### src/rtl/perm_route_pkg.sv
package perm_route_pkg;
   localparam int unsigned CROSS_TICKS = 7;
   localparam int unsigned PH_W        = 3;

   typedef logic [PH_W-1:0] phase_t;

   function automatic phase_t phase_advance(input phase_t p);
      return (p == phase_t'(CROSS_TICKS - 1)) ? '0 : phase_t'(p + 1'b1);
   endfunction
endpackage

### src/rtl/perm_phase_tracker.sv
module perm_phase_tracker
   import perm_route_pkg::*;
(
   input  logic   clk,
   input  logic   rst_n,
   input  logic   in_valid,
   input  logic   in_start,
   output phase_t cur_phase,
   output logic   misalign
);

   phase_t expect_q;

   // a strobe forces phase 0; otherwise the expected phase is used
   assign cur_phase = in_start ? '0 : expect_q;

   always_ff @(posedge clk or negedge rst_n) begin
      if (!rst_n) begin
         expect_q <= '0;
         misalign <= 1'b0;
      end else if (in_valid) begin
         expect_q <= phase_advance(cur_phase);
         if (in_start && (expect_q != '0))
            misalign <= 1'b1;
      end
   end

   p_phase_range_r3: assert property (@(posedge clk) disable iff (!rst_n)
      in_valid |-> (cur_phase < phase_t'(CROSS_TICKS)));

   p_phase_step_r3: assert property (@(posedge clk) disable iff (!rst_n)
      (in_valid && !in_start && $past(in_valid) && $past(rst_n))
         |-> (cur_phase == phase_advance($past(cur_phase))));

   p_misalign_sticky_r4: assert property (@(posedge clk) disable iff (!rst_n)
      misalign |=> misalign);

   p_misalign_cause_r4: assert property (@(posedge clk) disable iff (!rst_n)
      $rose(misalign) |-> $past(in_valid && in_start));

endmodule

### src/rtl/perm_map_store.sv
module perm_map_store
   import perm_route_pkg::*;
#(
   parameter int N_BITS = 16,
   localparam int IDXW  = $clog2(N_BITS)
) (
   input  logic                       clk,
   input  logic                       rst_n,
   input  logic                       cfg_we,
   input  logic                       busy,
   input  phase_t                     cfg_phase,
   input  logic [IDXW-1:0]            cfg_out_idx,
   input  logic [IDXW-1:0]            cfg_src,
   input  phase_t                     rd_phase,
   output logic [N_BITS-1:0][IDXW-1:0] rd_map
);

   generate
      if (N_BITS < 2 || (N_BITS & (N_BITS - 1)) != 0) begin : g_bad_width
         $error("perm_map_store: N_BITS must be a power of two and at least 2");
      end
   endgenerate

   logic [CROSS_TICKS-1:0][N_BITS-1:0][IDXW-1:0] map_q;
   logic wr_ok;

   assign wr_ok = cfg_we && !busy && (cfg_phase < phase_t'(CROSS_TICKS));

   always_ff @(posedge clk or negedge rst_n) begin
      if (!rst_n) begin
         for (int p = 0; p < int'(CROSS_TICKS); p++)
            for (int j = 0; j < N_BITS; j++)
               map_q[p][j] <= IDXW'(j);
      end else if (wr_ok) begin
         map_q[cfg_phase][cfg_out_idx] <= cfg_src;
      end
   end

   assign rd_map = map_q[rd_phase];

   p_busy_write_ignored_r7: assert property (@(posedge clk) disable iff (!rst_n)
      (cfg_we && busy) |=> $stable(map_q));

   p_bad_phase_ignored_r7: assert property (@(posedge clk) disable iff (!rst_n)
      (cfg_we && cfg_phase == phase_t'(CROSS_TICKS)) |=> $stable(map_q));

   p_idle_no_change_r7: assert property (@(posedge clk) disable iff (!rst_n)
      !cfg_we |=> $stable(map_q));

endmodule

### src/rtl/perm_crossbar_pipe.sv
module perm_crossbar_pipe
   import perm_route_pkg::*;
#(
   parameter int N_BITS  = 16,
   parameter int LATENCY = 2,
   localparam int IDXW   = $clog2(N_BITS),
   localparam int WARM_W = $clog2(LATENCY + 1) + 1
) (
   input  logic                       clk,
   input  logic                       rst_n,
   input  logic                       in_valid,
   input  logic                       in_start,
   input  phase_t                     in_phase,
   input  logic [N_BITS-1:0]          in_slice,
   input  logic [N_BITS-1:0][IDXW-1:0] sel_map,
   output logic                       out_valid,
   output logic                       out_start,
   output phase_t                     out_phase,
   output logic [N_BITS-1:0]          out_slice
);

   generate
      if (LATENCY < 1 || LATENCY >= int'(CROSS_TICKS)) begin : g_bad_latency
         $error("perm_crossbar_pipe: LATENCY must lie in 1..6");
      end
   endgenerate

   logic [N_BITS-1:0] routed;

   always_comb begin
      for (int j = 0; j < N_BITS; j++)
         routed[j] = in_slice[sel_map[j]];
   end

   logic [LATENCY-1:0] v_q;
   logic [LATENCY-1:0] s_q;
   phase_t             ph_q [LATENCY];
   logic [N_BITS-1:0]  d_q  [LATENCY];

   always_ff @(posedge clk or negedge rst_n) begin
      if (!rst_n) begin
         v_q <= '0;
         s_q <= '0;
         for (int s = 0; s < LATENCY; s++) begin
            ph_q[s] <= '0;
            d_q[s]  <= '0;
         end
      end else begin
         v_q[0]  <= in_valid;
         s_q[0]  <= in_valid && in_start;
         ph_q[0] <= in_phase;
         d_q[0]  <= routed;
         for (int s = 1; s < LATENCY; s++) begin
            v_q[s]  <= v_q[s-1];
            s_q[s]  <= s_q[s-1];
            ph_q[s] <= ph_q[s-1];
            d_q[s]  <= d_q[s-1];
         end
      end
   end

   assign out_valid = v_q[LATENCY-1];
   assign out_start = s_q[LATENCY-1];
   assign out_phase = ph_q[LATENCY-1];
   assign out_slice = d_q[LATENCY-1];

   // counts edges since reset so that $past never reaches into reset
   logic [WARM_W-1:0] warm_q;
   always_ff @(posedge clk or negedge rst_n) begin
      if (!rst_n)
         warm_q <= '0;
      else if (warm_q != WARM_W'(LATENCY))
         warm_q <= warm_q + 1'b1;
   end

   p_valid_latency_r2: assert property (@(posedge clk) disable iff (!rst_n)
      (warm_q == WARM_W'(LATENCY)) |-> (out_valid == $past(in_valid, LATENCY)));

   p_data_latency_r2: assert property (@(posedge clk) disable iff (!rst_n)
      ((warm_q == WARM_W'(LATENCY)) && out_valid)
         |-> (out_slice == $past(routed, LATENCY)));

   p_phase_travels_r5: assert property (@(posedge clk) disable iff (!rst_n)
      ((warm_q == WARM_W'(LATENCY)) && out_valid)
         |-> (out_phase == $past(in_phase, LATENCY)));

endmodule

### src/rtl/perm_router.sv
module perm_router
   import perm_route_pkg::*;
#(
   parameter int N_BITS  = 16,
   parameter int LATENCY = 2,
   localparam int IDXW   = $clog2(N_BITS)
) (
   input  logic              clk,
   input  logic              rst_n,
   input  logic              cfg_we,
   input  logic [2:0]        cfg_phase,
   input  logic [IDXW-1:0]   cfg_out_idx,
   input  logic [IDXW-1:0]   cfg_src,
   input  logic              in_valid,
   input  logic              in_start,
   input  logic [N_BITS-1:0] in_slice,
   output logic              out_valid,
   output logic              out_start,
   output logic [2:0]        out_phase,
   output logic [N_BITS-1:0] out_slice,
   output logic              misalign
);

   phase_t                      cur_phase;
   logic [N_BITS-1:0][IDXW-1:0] cur_map;

   perm_phase_tracker u_tracker (
      .clk       (clk),
      .rst_n     (rst_n),
      .in_valid  (in_valid),
      .in_start  (in_start),
      .cur_phase (cur_phase),
      .misalign  (misalign)
   );

   perm_map_store #(.N_BITS(N_BITS)) u_maps (
      .clk         (clk),
      .rst_n       (rst_n),
      .cfg_we      (cfg_we),
      .busy        (in_valid),
      .cfg_phase   (cfg_phase),
      .cfg_out_idx (cfg_out_idx),
      .cfg_src     (cfg_src),
      .rd_phase    (cur_phase),
      .rd_map      (cur_map)
   );

   perm_crossbar_pipe #(.N_BITS(N_BITS), .LATENCY(LATENCY)) u_pipe (
      .clk       (clk),
      .rst_n     (rst_n),
      .in_valid  (in_valid),
      .in_start  (in_start),
      .in_phase  (cur_phase),
      .in_slice  (in_slice),
      .sel_map   (cur_map),
      .out_valid (out_valid),
      .out_start (out_start),
      .out_phase (out_phase),
      .out_slice (out_slice)
   );

   p_out_phase_range_r5: assert property (@(posedge clk) disable iff (!rst_n)
      out_valid |-> (out_phase < 3'd7));

   p_start_at_zero_r5: assert property (@(posedge clk) disable iff (!rst_n)
      (out_valid && out_start) |-> (out_phase == 3'd0));

   p_start_needs_valid_r6: assert property (@(posedge clk) disable iff (!rst_n)
      out_start |-> out_valid);

endmodule

### config.mk
export PLATFORM = sky130hd
export DESIGN_NAME = perm_router
export DESIGN_NICKNAME = d
export VERILOG_FILES = /design/src/rtl/perm_route_pkg.sv /design/src/rtl/perm_phase_tracker.sv /design/src/rtl/perm_map_store.sv /design/src/rtl/perm_crossbar_pipe.sv /design/src/rtl/perm_router.sv
export SDC_FILE = /design/constraint.sdc
export NUM_CORES = 1
export LEC_CHECK = 0
export ABC_AREA = 1
export BUFFER_PORTS_ARGS = -buffer_cell sky130_fd_sc_hd__clkbuf_2
export CAP_MARGIN = 20
export CELL_PAD_IN_SITES_DETAIL_PLACEMENT = 1
export CELL_PAD_IN_SITES_GLOBAL_PLACEMENT = 2
export CORE_ASPECT_RATIO = 0.75
export CORE_MARGIN = 3
export CORE_UTILIZATION = 37
export DETAILED_ROUTE_END_ITERATION = 10
export GPL_TIMING_DRIVEN = 1
export PLACE_DENSITY = 0.8
export SLEW_MARGIN = 40
export SYNTH_ARGS = -nofsm -noshare
export SYNTH_HDL_FRONTEND = slang
export SYNTH_SLANG_ARGS = --single-unit
### constraint.sdc
create_clock -name clk -period 2.8 [get_ports clk]
set_clock_uncertainty 0.2 [all_clocks]
set_input_delay 0.28 -clock clk [delete_from_list [all_inputs] [get_ports clk]]
set_output_delay 0.28 -clock clk [all_outputs]
set_load 0.02 [all_outputs]
==> metrics.txt <==
status finished clean; Clk pin slew, worst setup/hold paths 0.06 ns; share of Yosys cell area claimed by the top area cell type about a quarter; top-count cell post-synth nand2_1; Yosys top cell by area dfrtp_1; clk_lat worst skew roughly 0.63 ns; Startpoint Class register; Worst R2R Start u_tracker.expect_q[1]; Netlist cell types 26; WP buf/inv 2; PortBufs 53; Worst Path Max Fanout between 40 and 50; CTS tree yes; Ys Warns 0; combinational power share a little under a fifth; RSZ-0062 raised after global routing false; largest family of logic cells by synthesized area simple AND/OR/NAND/NOR gates; peak supply drop about 450 µV; Slew Limit Headroom 44.49%; clock root buffer clkbuf_16; core area 0.06741 mm²; Net Count, Synth around 3400; cell family with most CP delay simple AND/OR/NAND/NOR gates; ys async rst share between 90% and 100%; EDFF count, synth 0; Synth area leaders dfrtp_1 (27%), dfstp_2 (23%), nand2_1 (19%); H-tree depth 2; top cells by count, synth nand2_1 (1268), o21ai_0 (537), nand3_1 (533); worst path cell trace inv_2, nor2_4, buf_12, nand2_1, nand3_1, nand2_1, nand2_1, nand3_1, nand3_1, nand3b_1, nand2_1; Synth Flop Type dfrtp_1; post-synthesis instance total around 3400; Psw about 0.0061 W; syn avg cell area roughly 7.5 µm²; Cell Count, Final, Fillers Out approximately 4400; first-pass GRT wire length about 160000 µm; period utilisation layout 93.74%; antenna-violating nets left 0; cell row count 82; complex-gate fraction of the synthesized area between 10% and 20%; wire per inst between 20 and 25 µm; number of cells on the critical path 11; crit path launch u_tracker.expect_q[1]; DRT Wirelength a little over 100000 µm; sw frac between 30% and 40%; Max-Cap Viols 0; Tot Pwr ~0.019 W; Initial Util between 30% and 40%; Die H between 200 and 250 µm; internal power approximately 0.013 W; nets roughly 3500; worst reg2reg setup slack 0.18 ns; via count 24750; vias in the first global route around 25000; HPWL after DPL 63740 µm; area grow syn2layout 14.88%; Power Density approximately 650 mW/mm²; clock sink total 494; Crit. End Element register; Residual DRC 0; share of cells above drive strength 1 around 15%; kind of critical path reg2reg; Seq pwr share approximately 42%; Hold WC Path Type in2reg; CP endpoint u_pipe.d_q[20]; drt initial violations 2174; Max Clk Rate 0.3810 GHz; Synth Area in XOR/XNOR 0%; Data arrival, critical path about 2.9 ns; Tot GR Track Use 28.67%; critical path data required time roughly 3.1 ns; die area approximately 0.07 mm²; mux cell area share after synthesis 0%; Clock power frac between 30% and 40%; CTS Buf Count 55; io pins 54; setup tns final 0 ns; Crit Reg-Reg Endpoint u_pipe.d_q[20]; Post-Syn Area between 0.02 and 0.03 mm²; placed instance count roughly 4300; slowest cell delay on critical path 0.57 ns; slowest stage cell, crit path dfrtp_1; CTS Buffer Depth 3; Simple-Gate Fraction of Synth Area roughly 32%; DR vias/cell approximately 5.6; Adder-Cell Fraction of Synth Area 0%; gpl congestion 0.8527; initial antenna violation count 4; Reg2Reg Depth 11; final-report setup violation count 0; cell mode on critical path nand2_1; largest net degree at the start of global routing 113; sequential-to-total area share from yosys stat 49.70%; Congestion Overflow GR 0; Slew Viols, Final 0; drt pass-1 iters 6; Worst-Margin Slew just over 0.8 ns; post-layout util roughly 43%; final hold vios 0; minimum clock period 2.625 ns; #FFs+latches synth about 490; leakage 12.84 nW; Die Wd approximately 310 µm
## cell usage in the layout, fill, tap and decap left out, types with 33 or more instances in the layout
cell type,count
buf_12,33
buf_4,87
clkbuf_16,57
clkbuf_2,52
dfrtp_1,269
dfstp_2,224
inv_1,163
nand2_1,1262
nand3_1,532
nor2_1,101
o21ai_0,537
## layer usage
layer  part of all wire, %  GRT usage [%]  vias to the layer above
met5                0.0088              0                        -
met4                   2.6          7.918                        2
met3                   4.8          3.381                      167
met2                    44          44.61                      641
met1                    49          42.15                    12590
li1                      -              -                    11350
## worst min path at each step
stage                       from                 to  slack (ns)  cells after the start
floorplan                  rst_n    u_maps.map_q[0]       -0.22                      0
global placement           rst_n  u_maps.map_q[181]        0.05                      1
detailed placement         rst_n  u_maps.map_q[181]        0.05                      1
CTS                 cfg_phase[0]   u_maps.map_q[61]        0.08                      5
global route          cfg_src[3]   u_maps.map_q[19]        0.15                      4
finish                cfg_src[3]   u_maps.map_q[19]        0.12                      4
## logic make-up after synthesis
family / after synthesis
simple gates: 1953
compound gates: 606
buf+inv: 360
flops: 494
## state kept, by name (all words and copies together), names as in the netlist
| register | count |
|---|---|
| u_pipe.out_slice | 16 |
| u_pipe.out_phase | 3 |
| u_tracker.expect_q | 3 |
| u_pipe.ph_q | 3 |
| u_pipe.v_q | 2 |
| u_pipe.d_q | 16 |
| u_tracker.misalign | 1 |
| u_maps.map_q | 448 |
| u_pipe.s_q | 2 |
## stage by stage
| stage | area (µm²) | hold slack, ns | setup slack (ns) |
|---|---|---|---|
| floorplan | 25440 | -0.2156 | 0.8287 |
| global placement | 27340 | 0.04656 | 0.1681 |
| detailed placement | 27340 | 0.05120 | 0.006008 |
| CTS | 29210 | 0.08028 | 0.1287 |
| global route | 29220 | 0.1512 | 0.009483 |
| finish | 29230 | 0.1196 | 0.1752 |
## timing repair
item / 4_1_cts / 5_1_grt
endpoints found under the setup margin: 0 / 6
setup buffers: 0 / 0
hold endpoints to repair: 314 / 0
resized for setup: 0 / 6
hold buffers: 7 / 0
## worst register-to-register path: stages, from the launching register on
cell and delay (ns):
dfrtp_1 0.57, inv_2 0.12, nor2_4 0.16, buf_12 0.31
nand2_1 0.13, nand3_1 0.21, nand2_1 0.24, nand2_1 0.13
nand3_1 0.08, nand3_1 0.09, nand3b_1 0.09, nand2_1 0.21
## cell type report
class                   instances  area (µm²)
fillers                      8278       38180
flip-flops and latches        494       12640
multi-input cells            2559       11340
repair buffers                181        1670
clock buffers                  80        1613
well taps                     882        1104
inverters                     174       661.9
clock inverters                23       186.4
diodes                          1       2.502
## power by group through the flow
| stage | sequential, W | clock, W | combinational, W |
|---|---|---|---|
| after global routing | 0.00813 | 0.00781 | 0.00401 |
| final | 0.00809 | 0.00735 | 0.00362 |
| after global placement | 0.00818 | 0 | 0.00346 |
| after detailed placement | 0.00820 | 0 | 0.00357 |
| after floorplan | 0.00799 | 0 | 0.00227 |
| after CTS | 0.00809 | 0.00752 | 0.00360 |
Note: power is estimated with default switching activity, not from simulation.
